### src/rtl/irq_en_pkg.sv
package irq_en_pkg;
  localparam int unsigned EN_W = 32;

  typedef logic [EN_W-1:0] en_vec_t;

  // OR the one bits of mask into the current state
  function automatic en_vec_t apply_set(en_vec_t cur, en_vec_t mask);
    return cur | mask;
  endfunction

  // remove the one bits of mask from the current state
  function automatic en_vec_t apply_clr(en_vec_t cur, en_vec_t mask);
    return cur & ~mask;
  endfunction

  // any channel with both its flag and its enable high
  function automatic logic any_gated(en_vec_t flags, en_vec_t en);
    return |(flags & en);
  endfunction
endpackage

### src/rtl/irq_en_decode.sv
module irq_en_decode #(
  parameter int unsigned ADDR_W    = 4,
  parameter int unsigned SET_WADDR = 2,
  parameter int unsigned CLR_WADDR = 3
) (
  input  logic              wr_en,
  input  logic              rd_en,
  input  logic              priv,
  input  logic [ADDR_W-1:0] addr,
  output logic              set_stb,
  output logic              clr_stb,
  output logic              rd_hit
);
  localparam logic [ADDR_W-1:0] SET_A = ADDR_W'(SET_WADDR);
  localparam logic [ADDR_W-1:0] CLR_A = ADDR_W'(CLR_WADDR);

  logic at_set, at_clr, wr_ok;

  assign at_set  = (addr == SET_A);
  assign at_clr  = (addr == CLR_A);
  assign wr_ok   = wr_en && priv;
  assign set_stb = wr_ok && at_set;
  assign clr_stb = wr_ok && at_clr;
  assign rd_hit  = rd_en && (at_set || at_clr);
endmodule

### src/rtl/irq_en_bank.sv
module irq_en_bank
  import irq_en_pkg::*;
(
  input  logic    clk,
  input  logic    rst_n,
  input  logic    set_stb,
  input  logic    clr_stb,
  input  en_vec_t wdata,
  output en_vec_t en_q
);
  always_ff @(posedge clk or negedge rst_n) begin
    if (!rst_n)       en_q <= '0;
    else if (set_stb) en_q <= apply_set(en_q, wdata);
    else if (clr_stb) en_q <= apply_clr(en_q, wdata);
  end

  AST_SET_ONES: assert property (@(posedge clk) disable iff (!rst_n)
    set_stb |=> ((en_q & $past(wdata)) == $past(wdata)));
  AST_CLR_ZEROS: assert property (@(posedge clk) disable iff (!rst_n)
    clr_stb |=> ((en_q & $past(wdata)) == '0));
  AST_ZERO_BITS_KEEP: assert property (@(posedge clk) disable iff (!rst_n)
    (set_stb || clr_stb) |=> ((en_q & ~$past(wdata)) == ($past(en_q) & ~$past(wdata))));
  AST_IDLE_STABLE: assert property (@(posedge clk) disable iff (!rst_n)
    !(set_stb || clr_stb) |=> $stable(en_q));
endmodule

### src/rtl/irq_en_gate.sv
module irq_en_gate
  import irq_en_pkg::*;
(
  input  logic    clk,
  input  logic    rst_n,
  input  en_vec_t flags,
  input  en_vec_t en,
  output logic    irq_q
);
  logic irq_d;
  assign irq_d = any_gated(flags, en);

  always_ff @(posedge clk or negedge rst_n) begin
    if (!rst_n) irq_q <= 1'b0;
    else        irq_q <= irq_d;
  end

  AST_IRQ_LAG: assert property (@(posedge clk) disable iff (!rst_n)
    1'b1 |=> (irq_q == (|($past(flags) & $past(en)))));
endmodule

### src/rtl/irq_enable_ctrl.sv
module irq_enable_ctrl
  import irq_en_pkg::*;
#(
  parameter int unsigned ADDR_W       = 4,
  parameter int unsigned SET_BYTE_OFF = 8,
  parameter int unsigned CLR_BYTE_OFF = 12
) (
  input  logic              clk,
  input  logic              rst_n,
  input  logic              wr_en,
  input  logic              rd_en,
  input  logic [ADDR_W-1:0] addr,
  input  logic [EN_W-1:0]   wdata,
  input  logic              priv,
  output logic [EN_W-1:0]   rdata,
  input  logic [EN_W-1:0]   err_flags,
  output logic              irq
);
  localparam int unsigned SET_WADDR = SET_BYTE_OFF / 4;
  localparam int unsigned CLR_WADDR = CLR_BYTE_OFF / 4;

  logic    set_stb, clr_stb, rd_hit;
  en_vec_t en_q;

  irq_en_decode #(
    .ADDR_W(ADDR_W), .SET_WADDR(SET_WADDR), .CLR_WADDR(CLR_WADDR)
  ) u_dec (
    .wr_en(wr_en), .rd_en(rd_en), .priv(priv), .addr(addr),
    .set_stb(set_stb), .clr_stb(clr_stb), .rd_hit(rd_hit)
  );

  irq_en_bank u_bank (
    .clk(clk), .rst_n(rst_n), .set_stb(set_stb), .clr_stb(clr_stb),
    .wdata(wdata), .en_q(en_q)
  );

  irq_en_gate u_gate (
    .clk(clk), .rst_n(rst_n), .flags(err_flags), .en(en_q), .irq_q(irq)
  );

  // registered readback; unmapped or idle cycles give zero
  always_ff @(posedge clk or negedge rst_n) begin
    if (!rst_n)      rdata <= '0;
    else if (rd_hit) rdata <= en_q;
    else             rdata <= '0;
  end

  AST_USER_WR_IGNORED: assert property (@(posedge clk) disable iff (!rst_n)
    (wr_en && !priv) |=> $stable(en_q));
  AST_RD_OLD_STATE: assert property (@(posedge clk) disable iff (!rst_n)
    rd_hit |=> (rdata == $past(en_q)));
  AST_UNMAPPED_ZERO: assert property (@(posedge clk) disable iff (!rst_n)
    (rd_en && !rd_hit) |=> (rdata == '0));
  AST_ONE_VIEW_WR: assert property (@(posedge clk) disable iff (!rst_n)
    $onehot0({set_stb, clr_stb}));
endmodule

### config.mk
export PLATFORM = sky130hd
export DESIGN_NAME = irq_enable_ctrl
export DESIGN_NICKNAME = d
export VERILOG_FILES = /design/src/rtl/irq_en_pkg.sv /design/src/rtl/irq_en_decode.sv /design/src/rtl/irq_en_bank.sv /design/src/rtl/irq_en_gate.sv /design/src/rtl/irq_enable_ctrl.sv
export SDC_FILE = /design/constraint.sdc
export NUM_CORES = 1
export LEC_CHECK = 0
export BUFFER_PORTS_ARGS = -buffer_cell sky130_fd_sc_hd__buf_2
export CAP_MARGIN = 20
export CORE_MARGIN = 5
export CORE_UTILIZATION = 39
export CTS_BUF_LIST = sky130_fd_sc_hd__clkbuf_4
export CTS_CLUSTER_DIAMETER = 100
export CTS_CLUSTER_SIZE = 28
export DETAILED_ROUTE_END_ITERATION = 10
export PLACE_DENSITY_LB_ADDON = 0.12
export SLEW_MARGIN = 5
export SYNTH_ARGS = -nofsm -noshare
export SYNTH_HDL_FRONTEND = slang
export SYNTH_SLANG_ARGS = --single-unit
export TNS_END_PERCENT = 20
### constraint.sdc
create_clock -name clk -period 1.3 [get_ports clk]
set_input_delay 0.195 -clock clk [delete_from_list [all_inputs] [get_ports clk]]
set_output_delay 0.195 -clock clk [all_outputs]
set_load 0.02 [all_outputs]
---- Yosys cells after proc, flatten, opt, wreduce, memory -nomap -nowiden ----
Index checks and enable logic that the tools add are counted.
Widths: inputs -> output; s select.
cells by class
  $mul .................................... 0
  add/sub/neg operators ................... 0
  shift-type cells ........................ 0
  divide/modulo/power cells ............... 0
  reductions and logical operators ........ 7
  $lt $le $gt $ge ......................... 0
  equality and inequality tests ........... 2
  muxes and demuxes ....................... 3
  bitwise gates (word level) .............. 4
operators by type and width
  cell                count
  $mux 32             3
  $and 32x32->32      2
  $not 32->32         1
  $or 32x32->32       1
  $reduce_or 32->1    1
  $eq 4x2->1 const B  2
  $logic_and 1x1->1   4
  $reduce_bool 2->1   1
  $logic_or 1x1->1    1
storage, ports and cells
  logic and storage cells ................. 19
  memory bits (writable) .................. 0
  ROM bits ................................ 0
  bits in registers ....................... 65
  bits in latches ......................... 0
  memories kept ........................... 0
  output and inout port bits .............. 33

---- Depth between registers and ports, before layout ----
  depth after elaboration ................. 4
  depth in mapped cells ................... 5
  depth with buffers taken out ............ 3

---- By module ----
From an unflattened synthesis, not the netlist that was laid out.
second synthesis, totals
  cells, all modules ...................... 198
  area, all modules ....................... 2527.4 um2
by module, submodules not included
  module           instances  area an instance (um2)  cells an instance
  irq_en_bank      1          1249.9                  102
  irq_enable_ctrl  1          1056.0                  67
  irq_en_gate      1          182.7                   22
  irq_en_decode    1          38.8                    7

---- Worst setup path before layout ----
OpenSTA, ideal clock, no wires.
  kind .................................... reg-to-reg
  start ................................... register with a tool-made name
  end ..................................... register u_gate.irq_q
  period minus slack after synthesis ...... 1.251 ns
  setup time .............................. 0.138 ns
  data arrival time ....................... 1.112 ns
  cell stages (with the launch flop) ...... 4
  slack ................................... 0.049 ns
  required time ........................... 1.162 ns
  cells stage by stage .................... dfrtp_1 > a22oi_1 > nand4_1 > or4_1
RTL lines
  what                  RTL line           source
  to (signal assigned)  irq_en_gate.sv:15  else irq_q <= irq_d;
  to (decl)             irq_en_gate.sv:8   output logic irq_q

==> flow_summary_export.csv <==
group,metric,value,unit
power,combPwrFrac,0.179,
run,drv_cap,0,
drt,drt_drc_violations_left,0,
timing,finalCritPeriodShare,1.062,
clock_tree,cts.sinks,65,
clock_tree,cts_tree,"built",
clock_tree,clkTransAtPathRegs,0.11,ns
timing,setup_slack,-0.08087,ns
logic_synthesis,synth_warnings,0,
power,switching_share,0.2789,
logic_synthesis,synthesis.area,2720,um^2
drt,wl,7212,um
timing,slew_viol_final,0,
drt,wl_per_cell,15.82,um
outcome,outcome,"complete, but fails checks",
logic_synthesis,yosys.cell_count.top_type,"dfrtp_1",
logic_synthesis,yosys_most_used_dff,"dfrtp_1",
setup_path,timing.rr.end,"u_gate.irq_q$_DFF_PN0_",
power,p_seq_frac,0.534,
timing,hold_slack,0.05013,ns
setup_path,cp-endpoint,"u_gate.irq_q$_DFF_PN0_",
power,intPower,3.220,mW
logic_synthesis,async_flop_share,1.000,
grt,track_usage,0.1764,
die,fp.dieArea,8745,um^2
logic_synthesis,synth_common_cells,"dfrtp_1 (65), and3_1 (32), inv_1 (32), mux2i_1 (32), nand3_1 (28)",
logic_synthesis,synth-edff-count,0,
setup_path,crit_arrival,1.66,ns
die,die_y,93.52,um
power,p_leak,2.239,nW
clock_tree,h-tree-depth,3,
logic_synthesis,synth_seq_cells,65,
die,rows,30,
clock_tree,cts_buffers,9,
die,ios,106,
timing,finClkSkew,0.007553,ns
logic_synthesis,synth_top_area_share,0.5980,
setup_path,path_class,"flop to flop",
outcome,violations,"negative setup slack",
hold_path,whs_path_depth,3,
setup_path,cp-end-kind,"flop",
clock_tree,cts.root.buffer_cell,"clkbuf_4",
power,power.density,1223,nW/um^2
setup_path,startpoint_type,"flop",
logic_synthesis,yosysUniqueCellTypes,15,
timing,rsz0062_at_grt,"true",
cells_and_area,area_delta_synth_final,34.22,%
setup_path,reg2reg_depth,3,
logic_synthesis,syn-num-nets,305,
timing,setup_viol,1,
setup_path,crit_fanout,2,
power,power.switching,1.245,mW
timing,hold_viol_final,0,
logic_synthesis,synthCells,232,
placement,gp_congestion,0.8032,
clock_tree,clk_latency,0.40,ns
timing,min_period,1.381,ns
die,start_util,0.4004,
placement,dp.final_hpwl,4959,um
drt,final_antenna_net_count,0,
drt,vias_per_cell,4.636,
logic_synthesis,yosys-top-cells-area,"dfrtp_1 (60%), mux2i_1 (12%), and3_1 (7.4%), nand3_1 (5.2%), a22oi_1 (4.4%)",
die,die_width,93.52,um
hold_path,hp-class,"input port to flop",
drt,drt_iter0_markers,68,
grt,grt_pass1_vias,2235,
timing,maxSlewHeadroom,0.6520,
clock_tree,max-clock-path-buffers,2,
grt,grt-ovfl-total,0,
setup_path,required,1.58,ns
drt,vias,2114,
logic_synthesis,syn_area_per_cell,11.72,um^2
cells_and_area,layout-drive-gt1-share,0.4194,
timing,tightestPinTransition,0.5220,ns
grt,grt_start_max_net_pins,66,
grt,antenna_found_initial,0,
power,pwr-share-clk,0.287,
logic_synthesis,yosys.area.top_type,"dfrtp_1",
drt,drt_pass1_iterations,4,
logic_synthesis,yosysSeqAreaShare,0.5980,
placement,port_buffers,105,
cells_and_area,diodes,0,
placement,place_ws,-0.1666,ns
power,irDropWorstVdd,0.6242,mV
setup_path,rrSetupSlack,-0.08,ns
cells_and_area,nets,428,
timing,fmax,0.7242,GHz
grt,grt_pass1_wl,11560,um
die,core_area,6794,um^2
-- kinds of logic (layout without fill, tap and decap cells) --
group                  Yosys count  after routing  synth area share
and+or+nand+nor                 71             71            0.1610
DFF                             65             65            0.5980
muxes                           32             32            0.1178
buffers and inverters           48            176           0.07912
AOI/OAI and AO/OA               16             16           0.04416
-- placed cells by master, fill, tap and decap left out, types with 2 or more instances in the layout --
cell type / netlist / final
nand3_1: 28 / 28
buf_12: 0 / 4
buf_4: 1 / 18
clkinvlp_4: 0 / 2
a22oi_2: 0 / 5
and3_1: 32 / 32
a22oi_1: 16 / 11
nand4_1: 4 / 4
dfrtp_1: 65 / 64
buf_2: 1 / 105
clkinv_1: 0 / 3
clkbuf_4: 0 / 9
nand3_2: 4 / 4
mux2i_1: 32 / 32
inv_1: 32 / 32
-- power groups by stage --
stage                     combinational, mW  clock, mW  sequential (mW)
after floorplan                       0.318          0             2.42
after global placement                0.774          0             2.40
after detailed placement              0.784          0             2.41
after CTS                             0.810       1.31             2.38
after global routing                  0.900       1.41             2.41
final                                 0.799       1.28             2.38
-- how the worst min path moves through the flow --
stage	startpoint	end
after detailed placement	rst_n	rdata[30]$_DFF_PN0_
final	wdata[8]	flop
after global placement	rst_n	rdata[25]$_DFF_PN0_
after global routing	wdata[8]	flop
after CTS	wdata[8]	flop
after floorplan	rst_n	async pin
-- area by class of cell --
cell class	instances	area [um^2]
inverters	32	120.1
well taps	96	120.1
flip-flops and latches	65	1628
repair buffers	128	750.7
clock buffers	9	67.56
multi-input cells	119	903.4
clock inverters	7	61.31
fillers	657	3143
-- timing repair --
action,in CTS,in global routing
endpoints found under the hold margin,65,0
buffers inserted,1,0
endpoints found under the setup margin,1,1
resized for setup,3,3
pin swaps,3,2
hold buffers,1,0
cloned,0,0
-- stage by stage --
step                power, mW  utilization  cells  cell area [um^2]  TNS [ns]
floorplan               2.737            -    232              2720         0
global placement        3.177       0.5120    438              3478   -0.1148
detailed placement      3.197       0.5120    438              3478   -0.1666
CTS                     4.502       0.5357    456              3640   -0.1030
global route            4.729       0.5374    456              3651   -0.1361
finish                  4.465       0.5374    456              3651  -0.08087
-- metal layers --
metal	global-route usage	vias up	part of all wire
met4	0.07448	0	0.019
met3	0.03942	10	0.063
met2	0.2662	69	0.45
met1	0.2439	988	0.47
li1	-	1047	-
met5	0	-	0
-- critical path, stage by stage (launching register included) --
cell,delay (ns)
dfrtp_1,0.41
a22oi_1,0.21
nand4_1,0.10
or4_1,0.54
Note: power is estimated with default switching activity, not from simulation.
